File: src/rtl/mbm_pkg.sv
package mbm_pkg;

    localparam int WORD_W      = 32;
    localparam int BURST_BEATS = 4;
    localparam int BEAT_W      = $clog2(BURST_BEATS);
    localparam int LANES       = WORD_W / 8;

    typedef enum logic [1:0] {
        ST_IDLE = 2'd0,
        ST_ADDR = 2'd1,
        ST_DATA = 2'd2
    } bus_state_e;

    typedef enum logic [1:0] {
        PW_8   = 2'b00,
        PW_16  = 2'b01,
        PW_32  = 2'b10,
        PW_RSV = 2'b11
    } port_width_e;

    typedef struct packed {
        logic [WORD_W-1:0]             addr;
        logic                          write;
        logic [2:0]                    nbytes;
        logic                          burst;
        logic                          instr;
        logic [BURST_BEATS*WORD_W-1:0] wdata;
    } xfer_req_t;

    // Size code driven on the low bus lines in the address cycle
    function automatic logic [3:0] size_code(input logic burst, input logic [2:0] nbytes);
        return burst ? 4'b0000 : {1'b0, nbytes};
    endfunction

    // Byte lanes covered by an access
    function automatic logic [LANES-1:0] lane_mask(input logic [1:0] a,
                                                   input logic [2:0] nb,
                                                   input logic       burst);
        logic [LANES-1:0] m;
        for (int i = 0; i < LANES; i++)
            m[i] = burst || ((i >= int'(a)) && (i < int'(a) + int'(nb)));
        return m;
    endfunction

endpackage

File: src/rtl/mbm_region_lut.sv
module mbm_region_lut
    import mbm_pkg::*;
#(
    parameter int REGION_BITS = 2,
    parameter int TA_W        = 3,
    parameter logic [2*(1<<REGION_BITS)-1:0]    WIDTHS = 8'b00_01_10_10,
    parameter logic [TA_W*(1<<REGION_BITS)-1:0] GAPS   = 12'o3210
) (
    input  logic [REGION_BITS-1:0] sel,
    output port_width_e            pw,
    output logic [TA_W-1:0]        gap
);
    localparam int NREG = 1 << REGION_BITS;

    logic [1:0]      w_tab [NREG];
    logic [TA_W-1:0] g_tab [NREG];

    for (genvar g = 0; g < NREG; g++) begin : g_unpack
        assign w_tab[g] = WIDTHS[2*g +: 2];
        assign g_tab[g] = GAPS[TA_W*g +: TA_W];
    end

    assign pw  = port_width_e'(w_tab[sel]);
    assign gap = g_tab[sel];

endmodule

File: src/rtl/mbm_lane_enc.sv
module mbm_lane_enc
    import mbm_pkg::*;
(
    input  port_width_e      pw,
    input  logic [1:0]       a,
    input  logic [2:0]       nb,
    input  logic             burst,
    input  logic             en,
    output logic [LANES-1:0] be_n
);
    logic [LANES-1:0] m;

    always_comb begin
        m    = lane_mask(a, nb, burst);
        be_n = '1;
        if (en) begin
            unique case (pw)
                PW_32:   be_n = ~m;
                PW_16:   be_n = {~m[{a[1], 1'b1}], 1'b1, a[1], ~m[{a[1], 1'b0}]};
                PW_8:    be_n = {1'b1, 1'b1, a[1], a[0]};
                default: be_n = '1;
            endcase
        end
    end

endmodule

File: src/rtl/mux_bus_master.sv
module mux_bus_master
    import mbm_pkg::*;
#(
    parameter int REGION_BITS = 2,
    parameter int TA_W        = 3,
    parameter logic [2*(1<<REGION_BITS)-1:0]    REGION_WIDTH = 8'b00_01_10_10,
    parameter logic [TA_W*(1<<REGION_BITS)-1:0] REGION_GAP   = 12'o3210
) (
    input  logic         clk,
    input  logic         rst,
    input  logic         req_valid,
    input  logic [31:0]  req_addr,
    input  logic         req_write,
    input  logic [2:0]   req_nbytes,
    input  logic         req_burst,
    input  logic         req_instr,
    input  logic [127:0] req_wdata,
    output logic         req_ready,
    output logic         rsp_valid,
    output logic         rsp_err,
    output logic         rsp_last,
    output logic [31:0]  rsp_rdata,
    output logic [31:0]  ad_out,
    output logic         ad_oe,
    input  logic [31:0]  ad_in,
    output logic [1:0]   addr_word,
    output logic         ale,
    output logic         ads_n,
    output logic [1:0]   width,
    output logic [3:0]   be_n,
    output logic         cip_n,
    output logic         instr,
    output logic         rd_n,
    output logic         wr_n,
    output logic         den_n,
    output logic         dtr,
    output logic         last_n,
    input  logic         ack_n,
    input  logic         retry_n,
    input  logic         berr_n
);
    bus_state_e        state;
    xfer_req_t         cur;
    port_width_e       cur_pw;
    logic [TA_W-1:0]   cur_gap;
    logic [TA_W-1:0]   gap_cnt;
    logic [BEAT_W-1:0] beat;

    port_width_e       lut_pw;
    logic [TA_W-1:0]   lut_gap;
    logic              active, final_beat, retry_ok;
    logic [BEAT_W-1:0] word;

    mbm_region_lut #(
        .REGION_BITS(REGION_BITS), .TA_W(TA_W),
        .WIDTHS(REGION_WIDTH), .GAPS(REGION_GAP)
    ) u_lut (
        .sel (req_addr[31 -: REGION_BITS]),
        .pw  (lut_pw),
        .gap (lut_gap)
    );

    assign active     = (state != ST_IDLE);
    assign final_beat = !cur.burst || (beat == BEAT_W'(BURST_BEATS-1));
    assign word       = cur.addr[3:2] ^ beat;
    assign retry_ok   = cur.write || (beat == '0);

    mbm_lane_enc u_lanes (
        .pw    (cur_pw),
        .a     (cur.addr[1:0]),
        .nb    (cur.nbytes),
        .burst (cur.burst),
        .en    (active),
        .be_n  (be_n)
    );

    // Transaction sequencer
    always_ff @(posedge clk) begin
        if (rst) begin
            state     <= ST_IDLE;
            cur       <= '0;
            cur_pw    <= PW_8;
            cur_gap   <= '0;
            gap_cnt   <= '0;
            beat      <= '0;
            rsp_valid <= 1'b0;
            rsp_err   <= 1'b0;
            rsp_last  <= 1'b0;
            rsp_rdata <= '0;
        end else begin
            rsp_valid <= 1'b0;
            rsp_err   <= 1'b0;
            rsp_last  <= 1'b0;
            unique case (state)
                ST_IDLE: begin
                    if (gap_cnt != '0) begin
                        gap_cnt <= gap_cnt - 1'b1;
                    end else if (req_valid) begin
                        cur     <= '{addr: req_addr, write: req_write, nbytes: req_nbytes,
                                     burst: req_burst, instr: req_instr, wdata: req_wdata};
                        cur_pw  <= lut_pw;
                        cur_gap <= lut_gap;
                        beat    <= '0;
                        state   <= ST_ADDR;
                    end
                end
                ST_ADDR: state <= ST_DATA;
                ST_DATA: begin
                    if (!berr_n) begin
                        rsp_valid <= 1'b1;
                        rsp_err   <= 1'b1;
                        rsp_last  <= 1'b1;
                        gap_cnt   <= cur_gap;
                        beat      <= '0;
                        state     <= ST_IDLE;
                    end else if (!retry_n && retry_ok) begin
                        beat  <= '0;
                        state <= ST_ADDR;
                    end else if (!ack_n) begin
                        if (!cur.write) begin
                            rsp_valid <= 1'b1;
                            rsp_rdata <= ad_in;
                            rsp_last  <= final_beat;
                        end
                        if (final_beat) begin
                            if (cur.write) begin
                                rsp_valid <= 1'b1;
                                rsp_last  <= 1'b1;
                            end
                            gap_cnt <= cur_gap;
                            beat    <= '0;
                            state   <= ST_IDLE;
                        end else begin
                            beat <= beat + 1'b1;
                        end
                    end
                end
                default: state <= ST_IDLE;
            endcase
        end
    end

    // Bus pins decoded from the sequencer state
    always_comb begin
        ale       = (state == ST_ADDR);
        ads_n     = !ale;
        cip_n     = !active;
        rd_n      = !(active && !cur.write);
        wr_n      = !(active && cur.write);
        dtr       = active && cur.write;
        instr     = active && cur.instr;
        den_n     = !(state == ST_DATA);
        last_n    = !((state == ST_DATA) && final_beat);
        width     = active ? cur_pw : 2'b00;
        addr_word = active ? word : '0;
        req_ready = (state == ST_IDLE) && (gap_cnt == '0);
        ad_oe     = ale || ((state == ST_DATA) && cur.write);
        if (ale)
            ad_out = {cur.addr[31:4], size_code(cur.burst, cur.nbytes)};
        else if ((state == ST_DATA) && cur.write)
            ad_out = cur.wdata[{word, 5'b0} +: WORD_W];
        else
            ad_out = '0;
    end

    a_r1_addr_one_clock: assert property (@(posedge clk) disable iff (rst)
        ale |=> (!ale && !den_n));

    a_r4_cip_release: assert property (@(posedge clk) disable iff (rst)
        (!last_n && !ack_n && retry_n && berr_n) |=> cip_n);

    a_r9_read_retry_late: assert property (@(posedge clk) disable iff (rst)
        (state == ST_DATA && !cur.write && beat != '0) |=> !ale);

    a_r10_write_retry: assert property (@(posedge clk) disable iff (rst)
        (state == ST_DATA && cur.write && !retry_n && berr_n) |=> (ale && addr_word == cur.addr[3:2]));

    a_r11_berr_ends: assert property (@(posedge clk) disable iff (rst)
        (state == ST_DATA && !berr_n) |=> (rsp_valid && rsp_err && cip_n));

    a_r12_gap_quiet: assert property (@(posedge clk) disable iff (rst)
        (state == ST_IDLE && gap_cnt != '0) |=> !ale);

    a_r6_dir_exclusive: assert property (@(posedge clk) disable iff (rst)
        $onehot0({!rd_n, !wr_n}));

endmodule

File: config.mk
export PLATFORM = sky130hd
export DESIGN_NAME = mux_bus_master
export DESIGN_NICKNAME = d
export VERILOG_FILES = /design/src/rtl/mbm_pkg.sv /design/src/rtl/mbm_region_lut.sv /design/src/rtl/mbm_lane_enc.sv /design/src/rtl/mux_bus_master.sv
export SDC_FILE = /design/constraint.sdc
export NUM_CORES = 1
export LEC_CHECK = 0
export BUFFER_PORTS_ARGS = -buffer_cell sky130_fd_sc_hd__buf_2
export CAP_MARGIN = 20
export CORE_MARGIN = 5
export CORE_UTILIZATION = 51
export DETAILED_ROUTE_END_ITERATION = 8
export PLACE_DENSITY = 0.83
export SLEW_MARGIN = 25
export SYNTH_ARGS = -nofsm -noshare
export SYNTH_HDL_FRONTEND = slang
export SYNTH_SLANG_ARGS = --single-unit
export TNS_END_PERCENT = 20
File: constraint.sdc
create_clock -name clk -period 2.32 [get_ports clk]
set_clock_uncertainty 0.05 [all_clocks]
set_input_delay 0.116 -clock clk [delete_from_list [all_inputs] [get_ports clk]]
set_output_delay 0.116 -clock clk [all_outputs]
set_load 0.02 [all_outputs]
# ---- Word-level counts from Yosys, hierarchy flattened
# Cells that the tools add are included.
dict set report word_totals {
  inputBits 204
  rom_bits 0
  latch_bits 0
  regBits 213
  elab_cells 141
  memories 0
  ramBits 0
}
dict set report op_classes {
  muxes 50
  div_mod_pow 0
  n_reduce_logical 39
  magnitude_cmp 10
  n_mul 0
  shift 1
  eq_ne 13
  addsub 3
  bitwise 10
}
# operator count
set ops {}
lappend ops {{$shiftx A128 B8 Y32} 1}
lappend ops {{$lt A3 B32 Y1 const A} 2}
lappend ops {{$mux W32} 2}
lappend ops {{$lt A1 B32 Y1 const A} 1}
lappend ops {{$lt A2 B32 Y1 const A} 1}
lappend ops {{$mux W2} 16}
lappend ops {{$mux W3} 8}
lappend ops {{$mux W1} 17}
lappend ops {{$pmux W4 S3} 1}
lappend ops {{$logic_and A1 B1 Y1} 10}
lappend ops {{$reduce_and A5 Y1} 2}
lappend ops {{$logic_not A1 Y1} 9}
lappend ops {{$ne A3 B3 Y1 const B} 3}
lappend ops {{$ne A4 B4 Y1 const B} 2}
lappend ops {{$reduce_and A4 Y1} 2}
lappend ops {{$logic_or A1 B1 Y1} 7}
lappend ops {{$not A1 Y1} 7}
lappend ops {{$bmux W3 S2} 1}
lappend ops {{$eq A2 B2 Y1 const B} 3}
lappend ops {{$logic_not A2 Y1} 3}
lappend ops {{$lt A2 B3 Y1 const B} 2}
lappend ops {{$ne A2 B2 Y1 const B} 3}
lappend ops {{$pmux W2 S3} 1}
lappend ops {{$pmux W3 S2} 1}
lappend ops {{other kinds (18)} 21}

# ---- Longest topological paths before layout
# Gate-level depths: netlist of the first run.
dict set report logic_depth {
  ltp_word 9
  depth_mapped 9
  depth_no_buf 7
}

# ---- Modules after synthesis
# A second synthesis of the first run with hierarchy kept.
dict set report unflattened {
  cells_unflattened 1246
  hier_area_um2 9083.7
}
# mod cells_per_inst n_inst area_each_um2
set by_module_without_submodules {}
lappend by_module_without_submodules {mux_bus_master 1209 1 8793.4}
lappend by_module_without_submodules {mbm_lane_enc 31 1 246.5}
lappend by_module_without_submodules {mbm_region_lut 6 1 43.8}

# ---- Least setup slack after synthesis of the first run
# Ideal clock, no wire load.
dict set report synth_path {
  kind {register to output}
  from {register cur[130] (netlist bit)}
  to {output be_n[1]}
  path_stages_with_launch 7
  path_slack_ps 397
  path_buffers 0
  arrival_time_ps 1757
  path_cell_list {dfxtp_1 ha_1 fa_1 nor2b_1 a31o_2 a211oi_1 o21ai_0}
}
dict set report synth_between {
  elab_chain_cells 7
}
# item line
set synth_rtl {}
lappend synth_rtl {{from (decl)} mux_bus_master.sv:43} ;# xfer_req_t cur;
lappend synth_rtl {{from (signal assigned)} mux_bus_master.sv:99} ;# cur <= '{addr: req_addr, write: req_write, nbytes: req_nbytes,
lappend synth_rtl {{$add A2 B3 Y4} mbm_pkg.sv:41} ;# m[i] = burst || ((i >= int'(a)) && (i < int'(a) + int'(nb)));
lappend synth_rtl {{$lt A2 B32 Y1} mbm_pkg.sv:41}
lappend synth_rtl {{$logic_and A1 B1 Y1} mbm_pkg.sv:41}
lappend synth_rtl {{$logic_or A1 B1 Y1} mbm_pkg.sv:41}
lappend synth_rtl {{$not A4 Y4} mbm_lane_enc.sv:18} ;# PW_32: be_n = ~m;
lappend synth_rtl {{$pmux W4 S3} mbm_lane_enc.sv:17} ;# unique case (pw)
lappend synth_rtl {{$mux W4} mbm_lane_enc.sv:16} ;# if (en) begin
lappend synth_rtl {{to (decl)} mux_bus_master.sv:30} ;# output logic [3:0] be_n,
# No other way between the ends.

# ---- Final worst setup path of the first run
dict set report layout_path {
  from {register cur[130] (netlist bit)}
  to {output be_n[0]}
}
dict set report layout_between {
  elab_chain_cells 9
}
# item line
set layout_rtl {}
lappend layout_rtl {{$add A2 B3 Y4 *} mbm_pkg.sv:41}
lappend layout_rtl {{$lt A1 B32 Y1 / $lt A3 B32 Y1 (equally long branches)} mbm_pkg.sv:41}
lappend layout_rtl {{$logic_and A1 B1 Y1} mbm_pkg.sv:41}
lappend layout_rtl {{$logic_or A1 B1 Y1} mbm_pkg.sv:41}
lappend layout_rtl {{$mux W1 (implied by the code) (2 in a row)} mbm_lane_enc.sv:19} ;# PW_16: be_n = {~m[{a[1], 1'b1}], 1'b1, a[1], ~m[{a[1], 1'b0}]};
lappend layout_rtl {{$not A1 Y1} mbm_lane_enc.sv:19}
lappend layout_rtl {{$pmux W4 S3 *} mbm_lane_enc.sv:17}
lappend layout_rtl {{$mux W4 *} mbm_lane_enc.sv:16}
# Mark *: on every way between the ends. The rest lies on a longest branch, timed or not. The select of a mux whose other input is x is not followed.

==> results.txt, run 1 <==
The first global-routing pass estimated 56500 um of wire. Startpoint of the worst-slack reg-to-reg timing path: gap_cnt[0]$_SDFFE_PP0P_. Leaving out fill and tap cells, the most frequent cell in the layout is sky130_fd_sc_hd__nand2_1. The tools report the kind of end point of the critical path as a primary output. Max-cap violations in this run came to 0.

The sequential element share of the synthesized area came out at 46.5%. The average size of a mapped cell was 7.36 um^2; the number of clock buffers inserted by TritonCTS was 23. The total area inside the core boundary comes to 0.0174 mm^2. Of the cells placed in the final design, the portion with a size suffix greater than 1 is 23.9%.

Summing all placed instances gives a cell area of 0.0107 mm^2. Counting flops and latches in the post-synthesis netlist gives 210. During placement, the flow inserted port buffers numbering 289. The share of the synthesized area in the top cell type works out to 46.5%. The synthesized area came out at 0.00905 mm^2. The first-pass iteration count of the detailed router was 8; the cell count of the worst reg-to-reg path was 9. The biggest area contributor in the post-synthesis netlist is sky130_fd_sc_hd__dfxtp_1. The number of rows in the core area is 48. In the post-synthesis netlist, the biggest area contributors are sky130_fd_sc_hd__dfxtp_1, sky130_fd_sc_hd__nand2_1, sky130_fd_sc_hd__a21oi_1, sky130_fd_sc_hd__a211o_1, sky130_fd_sc_hd__buf_6. The logs give 2.15 ns for the worst endpoint required time and 52.1% for the effective utilization at floorplan. The run gives 1 as the number of H-tree levels.

Setup total negative slack on the finished layout was measured at -0.364 ns. By startpoint and endpoint, the worst setup path is classified as reg2out. After detailed routing, the number of vias per cell comes to 5.74. The count of fill cells added during filler insertion came out at 1043. The clock-pin slew reported for the worst setup and hold paths after clock tree synthesis was 0.06 ns. For hold timing, the worst endpoint is cur[133]$_SDFFE_PP0P_. TritonCTS built the clock tree. The static power due to leakage is 5.80 nW, and the total via count after detailed routing is 11.1k.

The logs give 0 for the max-slew violation count and 1230 for the number of standard cells after synthesis. For the final hold violation count, the log shows 0. Timing would allow up to 391 MHz. The peak ir drop on the vdd network is 0.694 mV, and the worst relative slew slack is 58.0%. Share of the clock period used by the worst path: 110%. In this run the worst path has a maximum fanout of 3.

The end of the worst register-to-register path is cur[163]$_SDFFE_PP0P_. After global routing the overflow that remains totals 0. Hold timing on the final database bottoms out at a slack of 0.0334 ns. The tools report the slack of the critical path as -0.236 ns.

Power spread over the standard cell area amounts to 881 mW/mm^2. The actual transition at the worst max-transition pin came out at 0.614 ns. The run finished, with violations left.

After routing the design area is 0.0137 mm^2. The run gives 11.3k as the number of global-route vias before repair. Counting along the longest clock path gives a buffer depth of 3. Pin count of the biggest net entering global routing: 73. The area of the die was 0.0205 mm^2. Routed length per placed instance: 19.1 um. The tools report the startpoint kind of the worst setup timing path as a flip-flop. The initial antenna violation count is 7, and the number of failing setup endpoints in the final timing report is 4.

The final reports fail on setup timing. In the final design database the tool counted 1906 nets. The clock reaches the later pin of the worst-skew pair after 0.49 ns. Setup repair after global routing could not meet its margin everywhere. The count of antenna-violating nets left after detailed routing was 0. The tools report the number of warning messages in the yosys log as 0.

The smallest clock period supported by the final layout is computed as 2.56 ns. The die extent in x was 143 um. The layout overhead on the synthesized area is 51.9%.

During I/O placement, the number of pins put on the boundary was 290. The tools report the root cell of the clock tree as sky130_fd_sc_hd__clkbuf_16. In the synthesized netlist the dominant register cell turns out to be sky130_fd_sc_hd__dfxtp_1. Post-detailed-placement half-perimeter wirelength: 18700 um. Data arrives at the worst endpoint at 2.39 ns. The final routed DRC violation total is 0. The worst hold path was traced through 2 stages. The clock sink total was 210; the flop-to-flop setup slack was 0.15 ns. When the netlist entered floorplanning its net count stood at 1441. The top cell types in the final layout, fill and taps aside, are sky130_fd_sc_hd__nand2_1, sky130_fd_sc_hd__buf_2, sky130_fd_sc_hd__a21oi_1, sky130_fd_sc_hd__dfxtp_1, sky130_fd_sc_hd__dlygate4sd3_1. At the end of routability-driven placement, the weighted congestion stood at 0.864. The worst hold path begins at rst. The total detailed-routing wirelength came out at 37000 um.

For this run, asynchronously set or reset flops after synthesis account for 0%. The floorplan die height works out to 143 um. The number of synthesized flops with an enable pin is 0, and the number of distinct library cells after synthesis is 53. The overall global routing resource usage came out at 34.2%. The first routing iteration left 977 violations. The min-delay analysis places its worst path in the category in2reg.
through the flow:
stage / worst slack (ns) / std cells / total power [mW] / utilization [%]
global placement: 0.278 / 1683 / 7.97 / 61.8
floorplan: 0.397 / 1230 / 7.03 / -
CTS: -0.175 / 1927 / 11.9 / 78.5
finish: -0.236 / 1938 / 12.1 / 79.2
detailed placement: 0.237 / 1683 / 8.09 / 61.8
global route: -0.299 / 1937 / 12.7 / 79.2
state kept, by name, summed over array words and instances, names as in the netlist, 2 cells and up:
| register | flops |
|---|---|
| cur_pw | 2 |
| state | 2 |
| cur | 165 |
| gap_cnt | 3 |
| rsp_rdata | 32 |
| beat | 2 |
what timing repair did:
item	4_1_cts	5_1_grt
gates resized for setup	24	29
pin swaps	4	6
setup buffers	5	3
hold buffers	201	0
setup endpoints to repair	35	35
endpoints found under the hold margin	205	0
gates cloned	3	1
report_power, final:
| part | leakage (nW) | switching, mW | total (mW) | internal (mW) |
|---|---|---|---|---|
| Combinational | 3.75 | 2.44 | 4.12 | 1.68 |
| Clock | 0.337 | 1.43 | 3.37 | 1.95 |
| Sequential | 1.71 | 0.392 | 4.61 | 4.22 |
layout make-up:
class / instances / area [um^2] / area share (%)
multi-input cells: 914 / 4380 / 31.8
flip-flops and latches: 210 / 4220 / 30.7
repair buffers: 533 / 4120 / 30.0
clock buffers: 27 / 601 / 4.37
well taps: 225 / 282 / 2.05
clock inverters: 8 / 76.3 / 0.555
inverters: 13 / 48.8 / 0.355
diodes: 8 / 20.0 / 0.146
synthesized netlist by cell type (2+ instances only):
master                     count
sky130_fd_sc_hd__o22ai_1       2
sky130_fd_sc_hd__nand2b_1      5
sky130_fd_sc_hd__nor2b_1       4
sky130_fd_sc_hd__nor2_1       13
sky130_fd_sc_hd__nor4_1        2
sky130_fd_sc_hd__o21ai_0       6
sky130_fd_sc_hd__inv_1        12
sky130_fd_sc_hd__a211o_2       3
sky130_fd_sc_hd__buf_2        21
sky130_fd_sc_hd__nand3_1       2
sky130_fd_sc_hd__a31o_2        2
sky130_fd_sc_hd__nand3b_1      2
sky130_fd_sc_hd__a211o_1      28
sky130_fd_sc_hd__a211oi_1      2
sky130_fd_sc_hd__and2_1        4
sky130_fd_sc_hd__nand4_1       3
sky130_fd_sc_hd__buf_1         4
sky130_fd_sc_hd__ha_1          6
sky130_fd_sc_hd__a21oi_1     269
sky130_fd_sc_hd__nor3_1        5
sky130_fd_sc_hd__buf_4        15
sky130_fd_sc_hd__o21bai_1      2
sky130_fd_sc_hd__nand2_1     528
sky130_fd_sc_hd__buf_6        15
sky130_fd_sc_hd__clkbuf_1     38
sky130_fd_sc_hd__dfxtp_1     210
layer usage:
layer  routed length, um  global-route usage, %  vias to the layer above
li1                    -                      -                     4981
met1               12900                   38.6                     5093
met2               17800                   58.4                      837
met3                4160                   9.04                      217
met4                2210                   19.9                        0
met5                   0                      0                        -
worst max-delay path, cell delays in order (launching register included):
cell,delay [ns]
sky130_fd_sc_hd__dfxtp_2,0.33
sky130_fd_sc_hd__ha_4,0.16
sky130_fd_sc_hd__fa_2,0.56
sky130_fd_sc_hd__nand2_2,0.07
sky130_fd_sc_hd__a22oi_2,0.13
sky130_fd_sc_hd__a21oi_2,0.09
sky130_fd_sc_hd__a311o_1,0.40
sky130_fd_sc_hd__buf_6,0.15
worst max path at each step:
| stage | slack [ns] | startpoint | depth (start not counted) | to |
|---|---|---|---|---|
| final | -0.24 | cur[130]$_SDFFE_PP0P_ | 7 | be_n[0] |
| after global placement | 0.28 | cur[134]$_SDFFE_PP0P_ | 7 | be_n[0] |
| after CTS | -0.17 | cur[130]$_SDFFE_PP0P_ | 7 | be_n[0] |
| after floorplan | 0.40 | cur[130]$_SDFFE_PP0P_ | 6 | be_n[1] |
| after global routing | -0.30 | cur[134]$_SDFFE_PP0P_ | 7 | be_n[0] |
| after detailed placement | 0.24 | cur[134]$_SDFFE_PP0P_ | 7 | be_n[0] |
cells by family after synthesis:
| group | after synthesis | share of synthesized area [%] |
|---|---|---|
| AO/OA/AOI/OAI | 326 | 20.1 |
| XOR/XNOR | 3 | 0.456 |
| adder cells (fa/ha/maj) | 7 | 1.05 |
| buffers and inverters | 106 | 6.56 |
| flip-flops | 210 | 46.5 |
| multiplexers | 3 | 0.484 |
| AND/OR/NAND/NOR | 575 | 24.9 |
Power figures use the tool's default switching activity.
==> inputs of run 2 (changes only) <==
Settings changed: CELL_PAD_IN_SITES_DETAIL_PLACEMENT set to 1, CELL_PAD_IN_SITES_GLOBAL_PLACEMENT set to 1, CORE_UTILIZATION 51 to 36, RECOVER_POWER set to 50.
==> results.txt, run 2 (synthesized netlist as in run 1, its figures left out) <==
The run finished, with violations left. The checks that failed: setup timing. For the post-route standard cell area excluding fillers, the log shows 0.0142 mm^2 (+3.1%). The clock-pin slew reported for the worst setup and hold paths after clock tree synthesis is 0.06 ns (about the same), and the first-pass iteration count of the detailed router is 5 (-3). Setup repair after global routing could not meet its margin everywhere. The number of flip-flops in the largest register was 165 (unchanged).

Walking the worst path, the cells encountered are ha_4, fa_2, nand2_2, a22oi_2, a21oi_2, a311o_1, buf_6. Switching part of the total power: 36.8% (+1.6 points). The count of buffers from port buffering was 289 (unchanged); the worst endpoint required time was 2.15 ns (about the same). The logs give 83 (+79) for the number of failing setup endpoints in the final timing report and 0.53 ns (+0.04 ns) for the clock latency of the later-clocked register in the worst-skew pair. The power density of the placed cells works out to 886 mW/mm^2 (+0.51%).

The worst path arrival time is 2.55 ns (+0.16 ns), and the slack of the critical path is -0.400 ns (-0.164 ns). The largest registers in the layout are cur (165), rsp_rdata (32), gap_cnt (3). The tools report the post-detailed-placement half-perimeter wirelength as 22200 um (+18%). Cell at the slowest stage of the critical path: sky130_fd_sc_hd__fa_2. Via-per-instance ratio: 5.45 (-5.1%). The run gives 0 (unchanged) as the sum of overflow across all layers after global routing. The tools report the startpoint kind of the worst setup timing path as a flip-flop.

For the number of top-level design ports, the log shows 290 (unchanged). The layout overhead on the synthesized area is 56.6%. Part of the power in registers: 37.3% (-0.8 points). The total via count after detailed routing came out at 11.3k (+1.3%). Leaving out fill and tap cells, the most frequent cell in the layout is sky130_fd_sc_hd__nand2_1. The floorplan die height was 169 um (+18%); the longest individual stage delay on the worst path was 0.55 ns (about the same).

The wire length of the first global-routing pass came out at 68900 um (+22%). The number of clock buffers inserted by TritonCTS is 24 (+4.3%), and the placeable core area is 0.0250 mm^2 (+44%). The overall global routing resource usage is 30.3% (-4.0 points). The static power due to leakage came out at 5.78 nW (-0.42%).

Type of the worst setup path: reg2out. The tools report the total detailed-routing wirelength as 47300 um (+28%). The clock network power share is 29.5% (+1.6 points), and the area of the die is 0.0284 mm^2 (+39%). The summed negative setup slack over all endpoints came out at -5.02 ns (-4.65 ns).

For the number of design-rule violations left by the first detailed-router iteration, the log shows 841 (-14%). The reported max-cap violation count was 0 (unchanged). The power spent charging and discharging nets is 4.61 mW (+8.4%). TritonCTS built the clock tree. Max-slew violation count: 0 (unchanged). The cell depth of the worst hold path is 2 (unchanged). In the layout the commonest cells are sky130_fd_sc_hd__nand2_1, sky130_fd_sc_hd__a21oi_1, sky130_fd_sc_hd__buf_2, sky130_fd_sc_hd__dfxtp_1, sky130_fd_sc_hd__dlygate4sd3_1.

The routed length per placed instance came out at 22.9 um (+20%). The number of H-tree levels came out at 1 (unchanged). The run gives 210 (unchanged) as the clock sink total.

The total power consumption of the routed design came out at 12.5 mW (+3.6%). Type of the tightest min-delay check: in2reg. The effective utilization at floorplan was 36.2% (-16 points); the cell count of the worst reg-to-reg path was 9 (unchanged). The time the worst path needs with I/O delays and setup works out to 2.72 ns (+0.164 ns).

Counting flops per register, the top entry is cur. The highest achievable clock rate was 368 MHz (-6.0%). The root cell of the clock tree is sky130_fd_sc_hd__clkbuf_16. The tools report the maximum clock insertion buffer count as 3 (unchanged). The count of fill cells added during filler insertion was 3075 (+190%).

The critical-path maximum fanout is 3 (unchanged). The actual transition at the worst max-transition pin is 0.761 ns (+0.147 ns). For the number of rows in the core area, the log shows 58 (+21%). The number of global-route vias before repair was 12.2k (+7.8%); the die extent in x was 169 um (+18%).

The share of the clock period used by the worst path is 117% (+7.1 points), and the final routed DRC violation total is 0 (unchanged). For the final hold violation count, the log shows 0 (unchanged). The tools report the worst relative slew slack as 49.3% (-8.7 points). The pin count of the biggest net entering global routing was 86 (+18%); the internal portion of total power was 7.94 mW (+1.1%).

The tools report the count of antenna-violating nets left after detailed routing as 0 (unchanged). The peak ir drop on the vdd network came out at 0.526 mV (-24%). The worst setup slack after placement is 0.187 ns (-0.0502 ns). Kind of end point of the critical path: a primary output. The initial antenna violation count was 9 (+2). For the routability-driven placement congestion ratio, the log shows 0.877 (+1.5%). The total number of nets in the final design was 1921 (+0.79%); the portion of total power attributed to combinational logic was 33.1% (-0.9 points). Share of cells above drive strength 1: 22.4% (-1.6 points). Post-place instance area: 0.0107 mm^2 (+0.27%).
run 2: critical path: cells and delay by family (launching register included):
family / cells / cell delay (ns)
adders and majority gates: 2 / 0.71
AOI/OAI and AO/OA: 3 / 0.70
DFF: 1 / 0.36
buffers and inverters: 1 / 0.16
and+or+nand+nor: 1 / 0.08
run 2: through the flow:
step / utilization [%] / hold slack [ns] / cells
final: 56.8 / 0.0461 / 2068
after global routing: 56.7 / 0.0727 / 2065
after CTS: 55.4 / 0.0184 / 2038
after detailed placement: 43.1 / 0.285 / 1782
after global placement: 43.1 / 0.284 / 1782
after floorplan: - / 0.145 / 1230
run 2: power by group through the flow:
stage | Clock, mW | Combinational, mW | Sequential [mW]
2_1_floorplan | 0 | 2.50 | 4.53
3_3_place_gp | 0 | 3.21 | 4.62
3_5_place_dp | 0 | 3.31 | 4.66
4_1_cts | 3.73 | 3.77 | 4.60
5_1_grt | 3.92 | 4.48 | 4.73
6_report | 3.71 | 4.16 | 4.68
run 2: repair_timing:
item	4_1_cts	5_1_grt
resized for setup	39	43
endpoints found under the setup margin	36	35
setup buffers	9	12
endpoints found under the hold margin	205	0
hold buffers	201	0
gates cloned	5	6
pin swaps	9	17
run 2: area by class of cell:
class | count | area (um^2) | area share [%]
Inverter | 13 | 48.8 | 0.344
Multi-Input combinational cell | 914 | 4420 | 31.2
Timing Repair Buffer | 547 | 4280 | 30.2
Antenna cell | 12 | 30.0 | 0.212
Clock inverter | 4 | 22.5 | 0.159
Sequential cell | 210 | 4230 | 29.9
Tap cell | 330 | 413 | 2.91
Clock buffer | 38 | 724 | 5.11
run 2: final timing paths:
check	from	to	slack (ns)
hold / removal	rst	rsp_rdata[12]$_SDFFE_PP0P_	0.05
hold reg to reg	cur[38]$_SDFFE_PP0P_	cur[38]$_SDFFE_PP0P_	0.40
setup / recovery	cur[130]$_SDFFE_PP0P_	be_n[0]	-0.40
setup reg to reg	gap_cnt[0]$_SDFFE_PP0P_	cur[10]$_SDFFE_PP0P_	-0.15
run 2: routing by layer:
| metal | up-vias | GRT usage, % | part of all wire [%] |
|---|---|---|---|
| met5 | - | 0 | 0 |
| met4 | 0 | 14.1 | 6.0 |
| li1 | 5017 | - | - |
| met2 | 569 | 54.6 | 50 |
| met1 | 5471 | 33.7 | 37 |
| met3 | 211 | 6.98 | 7.1 |
